`config.mk`:
```
export PLATFORM = sky130hd
export DESIGN_NAME = spi_nor_emu
export DESIGN_NICKNAME = d
export VERILOG_FILES = /design/src/rtl/spi_nor_pkg.sv /design/src/rtl/spi_nor_sync.sv /design/src/rtl/spi_nor_cmd_decode.sv /design/src/rtl/spi_nor_fetch.sv /design/src/rtl/spi_nor_emu.sv
export SDC_FILE = /design/constraint.sdc
export NUM_CORES = 1
export LEC_CHECK = 0
export CAP_MARGIN = 20
export CORE_MARGIN = 5
export CORE_UTILIZATION = 30
export DETAILED_ROUTE_END_ITERATION = 7
export HOLD_SLACK_MARGIN = 0.03
export SLEW_MARGIN = 5
export SYNTH_ARGS = -nofsm -noshare
export SYNTH_HDL_FRONTEND = slang
export SYNTH_SLANG_ARGS = --single-unit
```
`constraint.sdc`:
```
create_clock -name clk -period 5.17 [get_ports clk]
set_input_delay 1.034 -clock clk [delete_from_list [all_inputs] [get_ports clk]]
set_output_delay 1.034 -clock clk [all_outputs]
set_load 0.02 [all_outputs]
```
`src/rtl/spi_nor_pkg.sv`:
```
`timescale 1ns/1ps
// Shared types and helpers for the serial NOR read emulator.
// Assumes lane counts are encoded as log2 (0 = one line, 1 = two, 2 = four).
package spi_nor_pkg;

    typedef enum logic [2:0] {
        PH_CMD,
        PH_ADDR,
        PH_DUMMY,
        PH_DATA,
        PH_SKIP
    } phase_t;

    typedef enum logic [1:0] {
        K_NONE,
        K_READ,
        K_ID,
        K_STAT
    } kind_t;

    typedef struct packed {
        kind_t      kind;
        logic [1:0] addr_lg;
        logic [3:0] dummy;
        logic [1:0] data_lg;
    } cmd_attr_t;

    localparam logic [7:0] OP_RD_SLOW  = 8'h03;
    localparam logic [7:0] OP_RD_FAST  = 8'h0B;
    localparam logic [7:0] OP_RD_DOUT  = 8'h3B;
    localparam logic [7:0] OP_RD_QOUT  = 8'h6B;
    localparam logic [7:0] OP_RD_DIO   = 8'hBB;
    localparam logic [7:0] OP_RD_QIO   = 8'hEB;
    localparam logic [7:0] OP_IDENT    = 8'h9F;
    localparam logic [7:0] OP_STATUS   = 8'h05;

    // Number of lines for a log2 lane code.
    function automatic logic [2:0] lane_width(input logic [1:0] lg);
        case (lg)
            2'd0:    lane_width = 3'd1;
            2'd1:    lane_width = 3'd2;
            default: lane_width = 3'd4;
        endcase
    endfunction

    // Output-enable pattern for a log2 lane code.
    function automatic logic [3:0] lane_mask(input logic [1:0] lg);
        case (lg)
            2'd0:    lane_mask = 4'b0010;
            2'd1:    lane_mask = 4'b0011;
            default: lane_mask = 4'b1111;
        endcase
    endfunction

    // Place the top bits of a byte onto the pins for a lane code.
    function automatic logic [3:0] lane_bits(input logic [7:0] b, input logic [1:0] lg);
        case (lg)
            2'd0:    lane_bits = {2'b00, b[7], 1'b0};
            2'd1:    lane_bits = {2'b00, b[7:6]};
            default: lane_bits = b[7:4];
        endcase
    endfunction

endpackage

```
`src/rtl/spi_nor_sync.sv`:
```
`timescale 1ns/1ps
// Two-stage synchronizer for a bundle of asynchronous bus pins.
// Assumes all bits may be sampled independently; RST_VAL is the idle level.
module spi_nor_sync #(
    parameter int          W       = 6,
    parameter logic [W-1:0] RST_VAL = '0
) (
    input  logic         clk,
    input  logic         rst_n,
    input  logic [W-1:0] d,
    output logic [W-1:0] q
);
    logic [W-1:0] meta;

    // Two flops in series per bit.
    always_ff @(posedge clk) begin
        if (!rst_n) begin
            meta <= RST_VAL;
            q    <= RST_VAL;
        end else begin
            meta <= d;
            q    <= meta;
        end
    end
endmodule

```
`src/rtl/spi_nor_cmd_decode.sv`:
```
`timescale 1ns/1ps
// Opcode decoder: maps a received opcode to its address lanes, dummy clock
// count, data lanes and kind. Purely combinational.
module spi_nor_cmd_decode
    import spi_nor_pkg::*;
(
    input  logic [7:0] opcode,
    output cmd_attr_t  attr
);
    // Table of supported commands; anything else is ignored.
    always_comb begin
        attr = '{kind: K_NONE, addr_lg: 2'd0, dummy: 4'd0, data_lg: 2'd0};
        case (opcode)
            OP_RD_SLOW: attr = '{kind: K_READ, addr_lg: 2'd0, dummy: 4'd0, data_lg: 2'd0};
            OP_RD_FAST: attr = '{kind: K_READ, addr_lg: 2'd0, dummy: 4'd8, data_lg: 2'd0};
            OP_RD_DOUT: attr = '{kind: K_READ, addr_lg: 2'd0, dummy: 4'd8, data_lg: 2'd1};
            OP_RD_QOUT: attr = '{kind: K_READ, addr_lg: 2'd0, dummy: 4'd8, data_lg: 2'd2};
            OP_RD_DIO:  attr = '{kind: K_READ, addr_lg: 2'd1, dummy: 4'd4, data_lg: 2'd1};
            OP_RD_QIO:  attr = '{kind: K_READ, addr_lg: 2'd2, dummy: 4'd6, data_lg: 2'd2};
            OP_IDENT:   attr = '{kind: K_ID,   addr_lg: 2'd0, dummy: 4'd0, data_lg: 2'd0};
            OP_STATUS:  attr = '{kind: K_STAT, addr_lg: 2'd0, dummy: 4'd0, data_lg: 2'd0};
            default:    attr = '{kind: K_NONE, addr_lg: 2'd0, dummy: 4'd0, data_lg: 2'd0};
        endcase
    end
endmodule

```
`src/rtl/spi_nor_fetch.sv`:
```
`timescale 1ns/1ps
// Burst prefetcher: holds the burst being shifted and the one after it,
// tracks the current byte address and issues one-cycle burst requests.
// Assumes at most one request is outstanding and that the memory latency
// is shorter than the headroom the schedule leaves.
module spi_nor_fetch #(
    parameter int AW = 24
) (
    input  logic          clk,
    input  logic          rst_n,
    input  logic          run,
    input  logic          clear,
    input  logic          start,
    input  logic [AW-4:0] start_burst,
    input  logic          set_low,
    input  logic [2:0]    low,
    input  logic          load,
    input  logic [2:0]    trig_idx,
    output logic [7:0]    byte_o,
    output logic          mem_req,
    output logic [AW-4:0] mem_addr,
    input  logic          mem_rvalid,
    input  logic [63:0]   mem_rdata
);
    logic [AW-1:0] rd_addr;
    logic [63:0]   cur_buf;
    logic [63:0]   nxt_buf;
    logic          nxt_reqd;
    logic          fill_nxt;
    logic          first;
    logic [2:0]    idx;
    logic          sel_nxt;
    logic [63:0]   word;

    // Select the byte at the current address, from the next burst on a boundary.
    always_comb begin
        idx     = rd_addr[2:0];
        sel_nxt = !first && (idx == 3'd0);
        word    = sel_nxt ? nxt_buf : cur_buf;
        byte_o  = word[{idx, 3'b000} +: 8];
    end

    // Address tracking, buffer rotation, fill routing and request issue.
    always_ff @(posedge clk) begin
        if (!rst_n || !run) begin
            rd_addr  <= '0;
            cur_buf  <= '0;
            nxt_buf  <= '0;
            nxt_reqd <= 1'b0;
            fill_nxt <= 1'b0;
            first    <= 1'b1;
            mem_req  <= 1'b0;
            mem_addr <= '0;
        end else begin
            mem_req <= 1'b0;
            if (mem_rvalid) begin
                if (fill_nxt) nxt_buf <= mem_rdata;
                else          cur_buf <= mem_rdata;
            end
            if (clear) begin
                first    <= 1'b1;
                nxt_reqd <= 1'b0;
            end else begin
                if (start) begin
                    rd_addr[AW-1:3] <= start_burst;
                    mem_req         <= 1'b1;
                    mem_addr        <= start_burst;
                    fill_nxt        <= 1'b0;
                end
                if (set_low) rd_addr[2:0] <= low;
                if (load) begin
                    first   <= 1'b0;
                    rd_addr <= rd_addr + 1'b1;
                    if (sel_nxt) begin
                        cur_buf  <= nxt_buf;
                        nxt_reqd <= 1'b0;
                    end
                    if (idx >= trig_idx && !nxt_reqd) begin
                        mem_req  <= 1'b1;
                        mem_addr <= rd_addr[AW-1:3] + 1'b1;
                        fill_nxt <= 1'b1;
                        nxt_reqd <= 1'b1;
                    end
                end
            end
        end
    end
endmodule

```
`src/rtl/spi_nor_emu.sv`:
```
`timescale 1ns/1ps
// Serial NOR flash read emulator, target side. Oversamples the bus in the
// clk domain, decodes the opcode, gathers the address, counts dummy clocks
// and shifts data out on 1, 2 or 4 lines from a prefetched burst buffer.
// Assumes SPI mode 0 and an SCK half period of at least 4 clk cycles.
module spi_nor_emu
    import spi_nor_pkg::*;
#(
    parameter int SIZE_LOG2 = 24,
    parameter int COUNT_W   = 16
) (
    input  logic                 clk,
    input  logic                 rst_n,
    input  logic                 run,
    input  logic                 sck,
    input  logic                 cs_n,
    input  logic [3:0]           io_in,
    output logic [3:0]           io_out,
    output logic [3:0]           io_oe,
    input  logic [23:0]          jedec_id,
    input  logic [7:0]           status_reg,
    output logic                 mem_req,
    output logic [SIZE_LOG2-4:0] mem_addr,
    input  logic                 mem_rvalid,
    input  logic [63:0]          mem_rdata,
    output logic                 done_pulse,
    output logic [COUNT_W-1:0]   byte_count
);
    localparam int BURST_AW = SIZE_LOG2 - 3;
    localparam logic [4:0] BIT3_POS = 5'd21;
    localparam logic [4:0] ADDR_BITS = 5'd24;

    logic       sck_s, cs_s, sck_d, cs_d;
    logic [3:0] io_s;
    logic       sck_rise, sck_fall, cs_rise_ev, active;

    spi_nor_sync #(.W(6), .RST_VAL(6'b010000)) u_sync (
        .clk  (clk),
        .rst_n(rst_n),
        .d    ({sck, cs_n, io_in}),
        .q    ({sck_s, cs_s, io_s})
    );

    phase_t      phase;
    cmd_attr_t   attr, attr_dec;
    logic [6:0]  op_sh;
    logic [2:0]  op_cnt;
    logic [4:0]  a_cnt;
    logic [23:0] addr_sh;
    logic [3:0]  dum_cnt;
    logic [7:0]  out_sh;
    logic [3:0]  out_left;
    logic [3:0]  rx_bits;
    logic [COUNT_W-1:0] bytes_sent;
    logic [1:0]  id_idx;

    logic [23:0] addr_next, bit3_aligned;
    logic [4:0]  nb;
    logic [2:0]  a_w, d_w;
    logic        f_start, f_setlow, f_load;
    logic [7:0]  fetch_byte, src_byte;
    logic [2:0]  trig_idx;

    spi_nor_cmd_decode u_dec (
        .opcode({op_sh, io_s[0]}),
        .attr  (attr_dec)
    );

    // Edge detection on the synchronized clock and select.
    always_ff @(posedge clk) begin
        if (!rst_n) begin
            sck_d <= 1'b0;
            cs_d  <= 1'b1;
        end else begin
            sck_d <= sck_s;
            cs_d  <= cs_s;
        end
    end

    // Address assembly, fetch control strobes and data source selection.
    always_comb begin
        sck_rise   = sck_s & ~sck_d;
        sck_fall   = ~sck_s & sck_d;
        cs_rise_ev = cs_s & ~cs_d;
        active     = run & ~cs_s;
        a_w        = lane_width(attr.addr_lg);
        d_w        = lane_width(attr.data_lg);
        case (attr.addr_lg)
            2'd0:    addr_next = {addr_sh[22:0], io_s[0]};
            2'd1:    addr_next = {addr_sh[21:0], io_s[1:0]};
            default: addr_next = {addr_sh[19:0], io_s[3:0]};
        endcase
        nb           = a_cnt + {2'b00, a_w};
        bit3_aligned = addr_next >> (nb - BIT3_POS);
        f_start  = active && sck_rise && phase == PH_ADDR && a_cnt < BIT3_POS && nb >= BIT3_POS;
        f_setlow = active && sck_rise && phase == PH_ADDR && nb == ADDR_BITS;
        f_load   = active && sck_fall && phase == PH_DATA && out_left == 4'd0 && attr.kind == K_READ;
        trig_idx = (attr.data_lg == 2'd0) ? 3'd7 : 3'd6;
        case (attr.kind)
            K_READ: src_byte = fetch_byte;
            K_ID: begin
                case (id_idx)
                    2'd0:    src_byte = jedec_id[23:16];
                    2'd1:    src_byte = jedec_id[15:8];
                    default: src_byte = jedec_id[7:0];
                endcase
            end
            K_STAT:  src_byte = status_reg;
            default: src_byte = 8'hFF;
        endcase
    end

    spi_nor_fetch #(.AW(SIZE_LOG2)) u_fetch (
        .clk        (clk),
        .rst_n      (rst_n),
        .run        (run),
        .clear      (cs_s),
        .start      (f_start),
        .start_burst(bit3_aligned[BURST_AW-1:0]),
        .set_low    (f_setlow),
        .low        (addr_next[2:0]),
        .load       (f_load),
        .trig_idx   (trig_idx),
        .byte_o     (fetch_byte),
        .mem_req    (mem_req),
        .mem_addr   (mem_addr),
        .mem_rvalid (mem_rvalid),
        .mem_rdata  (mem_rdata)
    );

    // Transaction state machine: opcode, address, dummy and data phases.
    always_ff @(posedge clk) begin
        if (!rst_n || !run) begin
            phase      <= PH_CMD;
            attr       <= '{kind: K_NONE, addr_lg: 2'd0, dummy: 4'd0, data_lg: 2'd0};
            op_sh      <= '0;
            op_cnt     <= '0;
            a_cnt      <= '0;
            addr_sh    <= '0;
            dum_cnt    <= '0;
            out_sh     <= '0;
            out_left   <= '0;
            rx_bits    <= '0;
            bytes_sent <= '0;
            id_idx     <= '0;
            io_out     <= '0;
            io_oe      <= '0;
        end else if (cs_s) begin
            phase      <= PH_CMD;
            op_cnt     <= '0;
            a_cnt      <= '0;
            dum_cnt    <= '0;
            out_left   <= '0;
            rx_bits    <= '0;
            bytes_sent <= '0;
            id_idx     <= '0;
            io_oe      <= '0;
        end else if (sck_rise) begin
            case (phase)
                PH_CMD: begin
                    op_sh  <= {op_sh[5:0], io_s[0]};
                    op_cnt <= op_cnt + 1'b1;
                    if (op_cnt == 3'd7) begin
                        attr <= attr_dec;
                        case (attr_dec.kind)
                            K_READ:      phase <= PH_ADDR;
                            K_ID, K_STAT: phase <= PH_DATA;
                            default:     phase <= PH_SKIP;
                        endcase
                    end
                end
                PH_ADDR: begin
                    addr_sh <= addr_next;
                    a_cnt   <= nb;
                    if (nb == ADDR_BITS)
                        phase <= (attr.dummy == 4'd0) ? PH_DATA : PH_DUMMY;
                end
                PH_DUMMY: begin
                    dum_cnt <= dum_cnt + 1'b1;
                    if (dum_cnt == attr.dummy - 4'd1) phase <= PH_DATA;
                end
                PH_DATA: begin
                    if (rx_bits + {1'b0, d_w} == 4'd8) begin
                        rx_bits <= '0;
                        if (attr.kind == K_READ) bytes_sent <= bytes_sent + 1'b1;
                    end else begin
                        rx_bits <= rx_bits + {1'b0, d_w};
                    end
                end
                default: ;
            endcase
        end else if (sck_fall && phase == PH_DATA) begin
            io_oe <= lane_mask(attr.data_lg);
            if (out_left == 4'd0) begin
                io_out   <= lane_bits(src_byte, attr.data_lg);
                out_sh   <= src_byte << d_w;
                out_left <= 4'd8 - {1'b0, d_w};
                id_idx   <= (id_idx == 2'd2) ? 2'd0 : id_idx + 1'b1;
            end else begin
                io_out   <= lane_bits(out_sh, attr.data_lg);
                out_sh   <= out_sh << d_w;
                out_left <= out_left - {1'b0, d_w};
            end
        end
    end

    // End-of-read report on the chip select rising edge.
    always_ff @(posedge clk) begin
        if (!rst_n || !run) begin
            done_pulse <= 1'b0;
            byte_count <= '0;
        end else begin
            done_pulse <= 1'b0;
            if (cs_rise_ev && phase == PH_DATA && attr.kind == K_READ) begin
                done_pulse <= 1'b1;
                byte_count <= bytes_sent;
            end
        end
    end
endmodule

```
# --- After elaboration in Yosys (flattened, before gate mapping) ---
# Cells that the tools add are included.
totals:
  reg_bits: 305
  in_bits: 106
  word_cells: 178
op_classes:
  n_addsub: 12
  order_cmp: 3
  n_eq_ne: 28
  shifts: 4
  mux: 42
  bitwise_logic: 9
  reduce_logical: 48
op_table:
  columns: ["operator", "count"]
  rows:
  - ["$mux W64", 6]
  - ["$mux W21", 4]
  - ["$pmux W10 S8", 1]
  - ["$shiftx A64 B7 Y8", 1]
  - ["$pmux W24 S2", 1]
  - ["$add A24 B1 Y24 const B", 1]
  - ["$eq A8 B8 Y1 const B", 3]
  - ["$mux W24", 1]
  - ["$pmux W4 S2", 3]
  - ["$pmux W8 S3", 1]
  - ["$shr A24 B5 Y21", 1]
  - ["$add A21 B1 Y21 const B", 1]
  - ["$pmux W3 S2", 3]
  - ["$reduce_and A2 Y1", 9]
  - ["$add A16 B1 Y16 const B", 1]
  - ["$pmux W8 S2", 1]
  - ["$shl A8 B3 Y8", 2]
  - ["$logic_and A1 B1 Y1", 14]
  - ["$mux W3", 4]
  - ["$mux W4", 3]
  - ["$reduce_and A3 Y1", 4]
  - ["$mux W1", 11]
  - ["$eq A2 B1 Y1 const B", 5]
  - ["$eq A2 B2 Y1 const B", 5]
  - ["other kinds (40)", 60]

# --- Logic depth before layout (Yosys ltp) ---
# Gate-level depths: netlist (run 1).
logic_depth:
  ltp_word: 9
  ltp_mapped: 17
  ltp_nobuf: 13

# --- Modules after synthesis ---
# From an unflattened synthesis (run 1), not the netlist that was laid out.
hier_totals:
  hier_cells: 2063
  hier_area_um2: 17299.1
modules_own_cells:
  columns: ["mod", "n_inst", "cells_each", "area_per_inst_um2", "seq_area_each_um2"]
  rows:
  - ["spi_nor_fetch", 1, 1054, 9140.0, 3543.4]
  - ["spi_nor_emu", 1, 957, 7662.3, 2302.2]
  - ["spi_nor_sync", 1, 25, 334.1, 240.2]
  - ["spi_nor_cmd_decode", 1, 27, 162.7, 0.0]

# --- Worst setup path before layout (run 1) ---
# Ideal clock, no wire load.
synth_path:
  path_type: "register to register"
  start: "register attr[6] (netlist bit)"
  end: "register u_fetch.mem_addr[6]"
  t_arrival_ns: 3.781
  t_required_ns: 5.091
  setup_slack_ns: 1.310
  stages_incl_launch_ff: 16
  n_path_buf: 4
  synth_period_minus_slack_ns: 3.860
  path_cell_list: "dfxtp_1 > buf_2 > buf_2 > nor2_1 > ha_1 > ha_1 > inv_1 > ha_1 > buf_2 > inv_2 > buf_1 > mux2i_1 > nor2_1 > or3_1 > a311o_1 > a211oi_2"
synth_via:
  elab_chain_cells: 8
  word_cells_on_any_way: 12
synth_rtl:
  columns: ["item", "line_no", "rtl"]
  rows:
  - ["start, declared", "spi_nor_emu.sv:45", "cmd_attr_t attr, attr_dec;"]
  - ["start signal, assigned", "spi_nor_emu.sv:135", "attr <= '{kind: K_NONE, addr_lg: 2'd0, dummy: 4'd0, data_lg: 2'd0};"]
  - ["start signal, assigned", "spi_nor_emu.sv:164", "attr <= attr_dec;"]
  - ["$eq A2 B1 Y1 / $logic_not A2 Y1 (equally long branches)", "spi_nor_pkg.sv:39", "case (lg)"]
  - ["$pmux W3 S2 (*)", "spi_nor_pkg.sv:39", null]
  - ["$add A5 B3 Y5 (*)", "spi_nor_emu.sv:93", "nb = a_cnt + {2'b00, a_w};"]
  - ["via nb[1]", "spi_nor_emu.sv:58", "logic [4:0] nb;"]
  - ["$sub A5 B5 Y5 / $ge A5 B5 Y1 (equally long branches)", "spi_nor_emu.sv:94, spi_nor_emu.sv:95", null]
  - ["$shr A24 B5 Y21 / $logic_and A1 B1 Y1 (equally long branches)", "spi_nor_emu.sv:94, spi_nor_emu.sv:95", null]
  - ["$mux W21 (*)", "spi_nor_fetch.sv:64", "if (start) begin"]
  - ["$mux W21", "spi_nor_fetch.sv:78", "if (idx >= trig_idx && !nxt_reqd) begin"]
  - ["$mux W21 (*)", "spi_nor_fetch.sv:71", "if (load) begin"]
  - ["end signal, assigned", "spi_nor_fetch.sv:67", "mem_addr <= start_burst;"]
  - ["end signal, assigned", "spi_nor_fetch.sv:80", "mem_addr <= rd_addr[AW-1:3] + 1'b1;"]
  - ["end, declared", "spi_nor_fetch.sv:21", "output logic [AW-4:0] mem_addr,"]
# The timed path passes the listed nets; every way through them passes the cells marked *.
# A chain may end at the register's enable or synchronous reset.

==> summary.md, run 1 <==
| Metric | Value |
|---|---|
| Switch share | ~23% |
| Final setup violating endpoints | 0 |
| Fin worst setup slack | 0.853 ns |
| Tcrit/Tclk final | 83.5% |
| Final Non-Filler Cells | 2848 |
| GPL Wtd Cong | roughly 0.90 |
| WHS | roughly 0.41 ns |
| Layout cells sized above 1 | under 10% |
| Routed len/inst | ~19 µm |
| Synth area leaders | dfxtp_1 37%, mux2i_1 9.7%, nand2_1 7.1% |
| WL final | 52.7 mm |
| Post-CTS Hold Fix Bufs | 0 |
| I/O pin count | ~150 |
| Via density | roughly 5.4 |
| Async S/R FF share, synth | 0% |
| Post-CTS Setup Repair Bufs | 0 |
| Post-synthesis sequential area ratio | between 30% and 40% |
| Clock transition at path regs | 0.06 ns |
| Sequential power share | approximately 45% |
| Status | completed |
| Initial core utilization | a little under a third |
| Grt ovf | 0 |
| Final hold vios | 0 |
| I/O Buffers | 152 |
| CP arrival | around 4.8 ns |
| CTS tree | done |
| Synth top area share | 36.5% |
| Final TNS setup | 0 ns |
| Area Overhead vs Synth | 20.4% |
| Slew HR | 32.5% |
| Maxcap violations | 0 |
| Static Leak | 7.21 nW |
| Clock period minus worst slack | 4.32 ns |
| Clock Skew | 0.0200 ns |
| Synthesized area | approximately 17000 µm² |
| Antenna violations before repair | 1 |
| Die Ht | between 200 and 250 µm |
| Yosys top cell by area | dfxtp_1 |
| Clock buffer depth | 3 |
| H-Tree Depth | 2 |
| Global-route wire length before repair | slightly above 80 mm |
| Syn_nets | between 2k and 2.5k |
| Number of global-route vias before repair | around 14k |
| Layout Nets | roughly 2.2k |
| Worst-Skew Late Latency | about 0.56 ns |
| CTS buffer count | 36 |
| Crit path top cell by count | ha_1 |
| Core area | roughly 55000 µm² |
| Synthesized flop and latch total | 302 |
| Max VDD drop | 0.168 mV |
| Max stage delay on crit path | between 0.6 and 0.7 ns |
| Routed via count | roughly 15k |
| Yosys warns | 0 |
| Drt pass-1 iters | 5 |
| Power density over cell area | 261 nW/µm² |
| Combinational share of power | roughly 4.5% |
| Post-route ant nets | 0 |
| Slew Limit Fails | 0 |
| DRT iter0 DRCs | 1439 |
| Cells after Synth | slightly above 2k |
| Total Power | ~5.2 mW |
| Slowest library cell on the worst path | a221oi_2 |
| F_max | around 230 MHz |
| Die area | 60000 µm² |
| Critical path peak fanout | 7 |
| DP HPWL | 38.2 mm |
| EDFF count, synth | 0 |
| Syn Area/Cell | 8.10 µm² |
| Post-CTS sizing | 0 |
| Placed instance count | between 2k and 3k |
| WP data required | ~5.6 ns |
| Clock sinks | 302 |
| Clk root buf | clkbuf_16 |
| Yosys cell types | 87 |
| Total global-route track usage | between 10% and 20% |
| Drc violations | 0 |
| Top_reg_cell synth | dfxtp_1 |
| Dpl ws | between 0.9 and 1 ns |
| Setup crit end kind | flop |
| Worst hold-check path type | flop to flop |
| Slew @ Worst Pin | just over 1 ns |
| Clock share of power | roughly half |
| CP Class | flop to flop |
| Largest net degree at the start of global routing | between 60 and 70 |
| FILL cells | about 5.6k |
| Cell Int Power | ~4.0 mW |
| Worst Setup Start Kind | flop |
| RSZ-0062 raised after global routing | false |
| Sw Pwr | around 1.2 mW |
| Die width | around 240 µm |
| Row count | 86 |
| CP Cell Sequence | nor2_1, ha_1, ha_1, inv_1, ha_1, nor2b_1, a21oi_1, a221o_1, a221oi_2, nand2_1, or3_1, a21oi_1 |
==> worst paths after layout <==
kind	startpoint	end	slack, ns	depth (start not counted)
min reg2reg	u_sync.meta[4]	u_sync.q[4]	0.41	1
max	attr[3]	u_fetch.rd_addr[20]	0.85	12
max reg2reg	attr[3]	u_fetch.rd_addr[20]	0.85	12
min	u_sync.meta[4]	u_sync.q[4]	0.41	1
==> through the flow <==
stage,instance area (µm²),util (%)
after floorplan,16600,-
after global placement,18700,34.1
after detailed placement,18700,34.1
after CTS,19900,36.3
after global routing,19900,36.3
final,19900,36.3
==> power by group through the flow <==
| stage | sequential (mW) | combinational [mW] | clock [mW] |
|---|---|---|---|
| after global routing | 2.37 | 0.254 | 2.76 |
| after floorplan | 2.41 | 0.104 | 0 |
| final | 2.37 | 0.237 | 2.61 |
| after CTS | 2.37 | 0.237 | 2.68 |
| after detailed placement | 2.42 | 0.236 | 0 |
| after global placement | 2.42 | 0.233 | 0 |
==> synth_stat cells (4+ instances only) <==
master	instances
or3_1	12
clkbuf_1	131
ha_1	22
buf_2	18
nor3b_1	4
a311oi_1	5
mux4_2	22
a211oi_1	81
a31oi_1	17
and2_1	23
o2111ai_1	4
o22ai_1	10
o21ai_0	95
nand2b_1	17
a21oi_1	194
mux2_2	39
nor4_1	12
mux2i_1	160
xor2_1	19
nor2_1	238
inv_1	19
nand3b_1	7
buf_1	10
and3_1	11
a22o_1	5
nand3_1	39
or4_1	5
a21o_1	10
o211ai_1	8
dfxtp_1	302
nand2_1	315
o31ai_1	4
a221oi_1	7
o21a_1	6
xnor2_1	29
nor3_1	44
nand4_1	16
nor2b_1	9
==> flip-flops by register name, summed over array words and instances (netlist names), 4 cells and up <==
signal and flops:
u_sync.q 6, u_fetch.cur_buf 64, u_fetch.nxt_buf 64, io_out 4, dum_cnt 4, u_fetch.mem_addr 21
op_sh 7, addr_sh 23, byte_count 16, u_sync.meta 6, a_cnt 5, out_sh 8
out_left 4, bytes_sent 16, u_fetch.rd_addr 24, rx_bits 4, attr 8
==> cell type report <==
type / instances / area, µm² / share of cell area [%]
timing repair buffer: 199 / 1910 / 9.59
antenna: 1 / 2.50 / 0.0126
clock inverter: 13 / 183 / 0.917
tap: 704 / 881 / 4.42
clock buffer: 51 / 1020 / 5.10
multi-input combinational: 1555 / 9800 / 49.2
inverter: 23 / 86.3 / 0.433
sequential: 302 / 6050 / 30.3
==> cells by family after synthesis <==
family | share of synthesized area (%)
fa+ha+maj | 1.97
mux | 15.5
flops | 36.5
buf+inv | 4.50
simple gates | 20.6
compound gates | 18.2
xor+xnor | 2.80
==> worst max-delay path: cells and delay by family, from the launching register on <==
family | cells | cell delay [ns]
adder cells (fa/ha/maj) | 3 | 1.07
flip-flops | 1 | 0.38
buffers and inverters | 1 | 0.15
AO/OA/AOI/OAI | 4 | 1.25
AND/OR/NAND/NOR | 4 | 1.34
==> layer usage <==
metal	routed length, µm	share of wire [%]	track usage (%)	vias up
met3	3270	6.2	3.32	76
met2	24700	47	27.3	476
li1	-	-	-	7388
met4	1020	1.9	4.13	2
met5	13	0.025	0	-
met1	23700	45	22.7	7343
==> cells in the final DEF, fill, tap and decap left out, types with 44 or more instances in the layout <==
cell type,count
nand2_1,311
dfxtp_1,302
nor2_1,238
a21oi_1,194
mux2i_1,160
clkdlybuf4s50_1,152
o21ai_0,95
a211oi_1,81
nor3_1,44
buf_4,44
(Power assumes the default switching activity.)
==> run 2, diff against run 1 <==
==> constraint.sdc (replaced) <==
create_clock -name clk -period 3.7 [get_ports clk]
set_input_delay 0.74 -clock clk [delete_from_list [all_inputs] [get_ports clk]]
set_output_delay 0.74 -clock clk [all_outputs]
set_load 0.02 [all_outputs]
==> run 2 against run 1 <==
First-iteration DRC count shrank 11%; cell area up 1.6%; critical endpoint is now u_fetch.rd_addr[7]; largest power group unchanged; worst hold slack better by 0.014 ns; global-route usage rose by 0.89 points.
==> summary.md, run 2 (synthesized netlist as in run 1, its figures left out) <==
| Metric | Value |
|---|---|
| Clk root buf | clkbuf_16 |
| Clock share of power | 49.5% |
| H-Tree Depth | 2 |
| Die area | between 50000 and 60000 µm² |
| Worst Setup Start Kind | flop |
| Layout cells sized above 1 | about a tenth |
| CP Cell Sequence | buf_4, ha_1, and4b_1, a211oi_4, buf_4, o31a_1, o2111ai_1, nand2_1, buf_4, a21boi_0, o21ai_0, o21ai_0 |
| WHS | between 0.4 and 0.5 ns |
| Post-DP Area | 19100 µm² |
| Tcrit/Tclk final | between 90% and 100% |
| Via density | 5.35 |
| CP arrival | 3.90 ns |
| Slew @ Worst Pin | ~0.97 ns |
| Combinational share of power | 4.8% |
| Slew Limit Fails | 0 |
| Max VDD drop | around 0.28 mV |
| Final instance area | 20300 µm² |
| Max stage delay on crit path | roughly 0.43 ns |
| WL final | roughly 55 mm |
| Switch share | between 20% and 30% |
| CTS tree | done |
| Total global-route track usage | 17.6% |
| Cell Int Power | ~5.6 mW |
| Post-CTS Hold Fix Bufs | 0 |
| Final Non-Filler Cells | approximately 2.9k |
| Setup crit end kind | flop |
| Grt met3 use | under 10% |
| Final TNS setup | 0 ns |
| Initial core utilization | a little under a third |
| Core area | 54900 µm² |
| Area Overhead vs Synth | 22.4% |
| Slowest library cell on the worst path | o21ai_0 |
| Clock transition at path regs | 0.07 ns |
| Crit path top cell by count | buf_4 |
| Final setup violating endpoints | 0 |
| Largest net degree at the start of global routing | about 130 |
| Final hold vios | 0 |
| Worst hold-check path type | flop to flop |
| Static Leak | between 7 and 8 nW |
| Global-route wire length before repair | ~86 mm |
| Drc violations | 0 |
| Die width | about 240 µm |
| I/O Buffers | 152 |
| Most frequent cells in the layout | 311 x nand2_1, 302 x dfxtp_1, 238 x nor2_1 |
| Clock buffer depth | 3 |
| Met1 Use GR | roughly a quarter |
| Status | completed |
| Met2 Resource Use GR | between 20% and 30% |
| Post-route ant nets | 0 |
| F_max | roughly 290 MHz |
| Slew HR | between 30% and 40% |
| Row count | 86 |
| Number of global-route vias before repair | approximately 15k |
| Total Power | 7.22 mW |
| Ant. Diodes | 0 |
| Clock Skew | 0.0191 ns |
| I/O pin count | 153 |
| Power density over cell area | ~360 nW/µm² |
| Commonest non-fill, non-tap cell in the layout | nand2_1 |
| WP data required | 4.11 ns |
| RSZ-0062 raised after global routing | false |
| CTS buffer count | 36 |
| Routed via count | between 15k and 20k |
| Die Ht | roughly 240 µm |
| Antenna violations before repair | 0 |
| Regs by FF count | u_fetch.cur_buf x64, u_fetch.nxt_buf x64, u_fetch.rd_addr x24 |
| CP delay by family, top | compound AO/OA/AOI/OAI gates |
| Clock sinks | approximately 300 |
| Layout Nets | 2285 |
| Maxcap violations | 0 |
| DRT iter0 DRCs | between 1k and 1.5k |
| R2R setup slack | around 0.21 ns |
| Critical path peak fanout | 10 |
| Worst-Skew Late Latency | approximately 0.55 ns |
| Placed instance count | 2821 |
| Sequential power share | ~46% |
| Clock period minus worst slack | 3.49 ns |
| Routed len/inst | around 19 µm |
| FILL cells | approximately 5.6k |
| CP Class | flop to flop |
| WP buf/inv | 3 |
| Sw Pwr | between 1.5 and 2 mW |
| Most used routing layer | met2 |
| Grt ovf | 0 |
| GPL Wtd Cong | between 0.9 and 1 |
| DP HPWL | approximately 40 mm |
| Drt pass-1 iters | 5 |
run 2: cell count changes in the layout (fill, tap and decap cells not counted), moves of 2 or more:
cell	delta
buf_12	+3
buf_4	+35
bufinv_16	-2
clkbuf_1	-3
clkbuf_8	+4
clkinv_4	+2
ha_1	-2
ha_2	+2
run 2: layout make-up:
type                            count  area (µm²)  area share, %
Tap cell                          704         881           4.35
Inverter                           23        86.3          0.426
Clock buffer                       53        1090           5.36
Multi-Input combinational cell   1555        9820           48.5
Clock inverter                     11         106          0.525
Sequential cell                   302        6050           29.8
Timing Repair Buffer              237        2230           11.0
run 2: through the flow:
step	util, %	worst slack [ns]
finish	36.9	0.213
global route	36.9	0.00588
CTS	36.9	0.180
detailed placement	34.7	0.200
global placement	34.7	0.251
floorplan	-	0.0190
run 2: path summary, 6_finish.rpt:
path                        from                  to  cells after the start
hold / removal    u_sync.meta[4]         u_sync.q[4]                      1
setup / recovery         attr[3]  u_fetch.rd_addr[7]                     12
setup reg to reg         attr[3]  u_fetch.rd_addr[7]                     12
hold reg to reg   u_sync.meta[4]         u_sync.q[4]                      1
run 2: power by group through the flow:
stage	Combinational, mW	Clock, mW	Sequential (mW)
after floorplan	0.146	0	3.37
after global placement	0.339	0	3.37
after detailed placement	0.341	0	3.37
after CTS	0.344	3.67	3.30
after global routing	0.367	3.80	3.30
final	0.344	3.57	3.30
run 2: metal layers:
metal	wire [µm]	part of all wire, %
met5	0	0
met4	2210	4.0
met2	24100	44
met1	25000	46
met3	3480	6.3
run 2: repair_timing:
| action | in CTS | in global routing |
|---|---|---|
| setup endpoints to repair | 0 | 11 |
| setup buffers | 0 | 0 |
| resized for setup | 0 | 3 |
run 2: worst register-to-register path, delay by kind of cell, from the launching register on:
kind	cells	cell delay, ns
flip-flops	1	0.33
buffers and inverters	3	0.59
AND/OR/NAND/NOR	2	0.59
AO/OA/AOI/OAI	6	1.45
adder cells (fa/ha/maj)	1	0.41
==> run 3, diff against run 2 <==
--- a/config.mk
+++ b/config.mk
@@ -10,7 +10,9 @@
 export CORE_UTILIZATION = 30
 export DETAILED_ROUTE_END_ITERATION = 7
 export HOLD_SLACK_MARGIN = 0.03
+export PLACE_DENSITY = 0.56
 export SLEW_MARGIN = 5
 export SYNTH_ARGS = -nofsm -noshare
 export SYNTH_HDL_FRONTEND = slang
+export SYNTH_HIERARCHICAL = 1
 export SYNTH_SLANG_ARGS = --single-unit
==> run 3 against run 2 <==
Register-to-register slack about the same; clock-buffer cell count increased by 5; core utilization rose by 0.64 points; final cell count up 3.6%; critical path depth grew 6; critical path type unchanged.
==> summary.md, run 3 <==
| Metric | Value |
|---|---|
| Status | completed |
| Synthesized flop and latch total | 304 |
| Yosys cell types | between 100 and 150 |
| CP Class | flop to flop |
| Most frequent cells in the layout | 301 x dfxtp_1, 273 x nor2_1, 253 x nand2_1 |
| Antenna violations before repair | 6 |
| Slowest library cell on the worst path | or3_1 |
| FILL cells | 5852 |
| Worst Setup Start Kind | flop |
| Drc violations | 0 |
| WHS Endpoint | u_sync/q[4] |
| Max stage delay on crit path | 0.42 ns |
| Drt pass-1 iters | 7 |
| Layout cells sized above 1 | 14.4% |
| Total Power | around 7.4 mW |
| Initial core utilization | 30.2% |
| WP buf/inv | 4 |
| Placed instance count | 2918 |
| Layout Nets | approximately 2.3k |
| WL final | approximately 54 mm |
| Final hold vios | 0 |
| Largest net degree at the start of global routing | ~130 |
| Top_reg_cell synth | dfxtp_1 |
| CTS buffer count | 38 |
| Routed len/inst | roughly 18 µm |
| Final Non-Filler Cells | between 2k and 3k |
| WP data required | about 4.1 ns |
| Slew HR | 51.1% |
| Clk root buf | clkbuf_16 |
| EDFF count, synth | 0 |
| Tcrit/Tclk final | 94.3% |
| I/O pin count | ~150 |
| GPL Wtd Cong | about 0.86 |
| Yosys warns | 6 |
| Total global-route track usage | between 10% and 20% |
| HP Start | u_sync/meta[4] |
| Synth top area share | roughly a third |
| RR Startpoint | attr[7] |
| Via density | between 5 and 6 |
| Slew Limit Fails | 0 |
| Async S/R FF share, synth | 0% |
| Row count | slightly below 90 |
| Crit path top cell by count | buf_4 |
| R2R setup slack | approximately 0.21 ns |
| Grt ovf | 0 |
| Worst-Skew Late Latency | roughly 0.54 ns |
| Regs by FF count | u_fetch/cur_buf x64, u_fetch/nxt_buf x64, u_fetch/rd_addr x24 |
| Final instance area | ~22000 µm² |
| Cells after Synth | roughly 2.1k |
| Post-synthesis sequential area ratio | about a third |
| CP arrival | 3.91 ns |
| Utilization after layout | 37.6% |
| Clock period minus worst slack | about 3.5 ns |
| Slew @ Worst Pin | 0.733 ns |
| Clock transition at path regs | about 0.060 ns |
| Yosys top cell by area | dfxtp_1 |
| Number of global-route vias before repair | about 15k |
| R2R Path End | u_fetch/mem_addr[2] |
| H-Tree Depth | 2 |
| Synthesized area | about 17000 µm² |
| Post-route ant nets | 0 |
| Synth area leaders | dfxtp_1 35%, mux2i_1 9.6%, nor2_1 6.0% |
| Most frequent cell after synthesis | dfxtp_1 |
| Core area | 57400 µm² |
| CTS tree | done |
| DP HPWL | ~39 mm |
| Post-synth top cells | 304 x dfxtp_1, 275 x nor2_1, 257 x nand2_1 |
| CP delay by family, top | simple AND/OR/NAND/NOR gates |
| Fin worst setup slack | around 0.21 ns |
| Worst hold-check path type | flop to flop |
| Dpl ws | -0.150 ns |
| Die Ht | 250 µm |
| DRT iter0 DRCs | roughly 970 |
| I/O Buffers | ~150 |
| Power density over cell area | about 340 nW/µm² |
| F_max | about 290 MHz |
| Final setup violating endpoints | 0 |
| Area Overhead vs Synth | 24.5% |
| Post-CTS Hold Fix Bufs | 0 |
| Routed via count | 15.6k |
| Critical path peak fanout | 7 |
| Clock Skew | approximately 0.013 ns |
| Syn Area/Cell | 8.39 µm² |
| Maxcap violations | 0 |
| Setup crit end kind | flop |
| Clock sinks | ~300 |
| Static Leak | 7.74 nW |
| Post-DP Area | ~20000 µm² |
| Worst R2R Path Depth | 18 |
| Commonest non-fill, non-tap cell in the layout | dfxtp_1 |
| Die area | 62600 µm² |
| WHS Path Cells | 1 |
| Die width | 250 µm |
| Clock buffer depth | 3 |
| Max VDD drop | 0.265 mV |
| CP Cell Sequence | and2b_4, xor2_1, ha_1, inv_2, ha_4, buf_4, nand4_1, mux2i_1, and3b_2, or3_1, buf_4, a21boi_0, o31ai_1, buf_4, mux2i_1, a21oi_1, a21oi_1, o21ai_0 |
| Global-route wire length before repair | 85.1 mm |
-- run 3: cell count changes after synthesis, moves of 15 or more --
cell | before | now
a21oi_1 | 194 | 179
inv_1 | 19 | 35
nand2_1 | 315 | 257
buf_2 | 18 | 35
clkbuf_1 | 131 | 94
a22oi_1 | 2 | 24
nor2_1 | 238 | 275
o21ai_0 | 95 | 67
mux2_2 | 39 | 21
mux4_2 | 22 | 44
-- run 3: cells by family (layout without fill, tap and decap cells) --
family | count (synthesis) | after routing | synth area share [%]
buf+inv | 203 | 360 | 5.07
xor+xnor | 55 | 55 | 2.83
flops | 304 | 304 | 35.2
simple gates | 766 | 766 | 20.5
compound gates | 471 | 471 | 17.4
other cells | 2 | 5 | 0.0434
mux | 235 | 235 | 17.0
fa+ha+maj | 27 | 27 | 2.03
-- run 3: final cells by class --
class	count	area, µm²	area share (%)
Multi-Input combinational cell	1557	10600	49.4
Sequential cell	304	6090	28.3
Timing Repair Buffer	257	2480	11.5
Clock buffer	58	1140	5.28
Tap cell	765	957	4.44
Inverter	38	144	0.668
Clock inverter	7	92.6	0.430
Antenna cell	2	5.00	0.0232
-- run 3: worst max-delay path by stage --
stage | end | depth (start not counted) | start | slack [ns]
after global routing | u_fetch/rd_addr[14] | 18 | attr[7] | -0.0004
after CTS | u_fetch/rd_addr[21] | 18 | attr[7] | 0.02
after global placement | u_fetch/rd_addr[6] | 17 | attr[7] | -0.05
after floorplan | u_fetch/mem_addr[2] | 21 | attr[6] | 0.03
after detailed placement | u_fetch/rd_addr[6] | 17 | attr[7] | -0.15
final | u_fetch/mem_addr[2] | 18 | attr[7] | 0.21
-- run 3: layer usage --
metal / GRT usage (%) / up-vias / wire (µm)
met5: 0 / - / 80
met4: 5.05 / 12 / 1560
met3: 3.21 / 111 / 3210
met2: 27.5 / 457 / 25800
met1: 21.6 / 7436 / 23600
li1: - / 7630 / -
-- run 3: where the power goes --
| group | internal, mW | total (mW) | switching (mW) |
|---|---|---|---|
| Sequential | 3.30 | 3.32 | 0.0164 |
| Combinational | 0.178 | 0.338 | 0.160 |
| Clock | 2.25 | 3.73 | 1.48 |
-- run 3: timing repair --
item	CTS	global route
resized for setup	3	34
setup endpoints to repair	4	30
pin swaps	1	5
buffers inserted	1	2
-- run 3: through the flow --
stage	setup TNS [ns]	hold slack (ns)
3_5_place_dp	-0.327	0.403
5_1_grt	-0.000364	0.444
6_report	0	0.413
2_1_floorplan	0	0.386
3_3_place_gp	-0.0903	0.410
4_1_cts	0	0.420
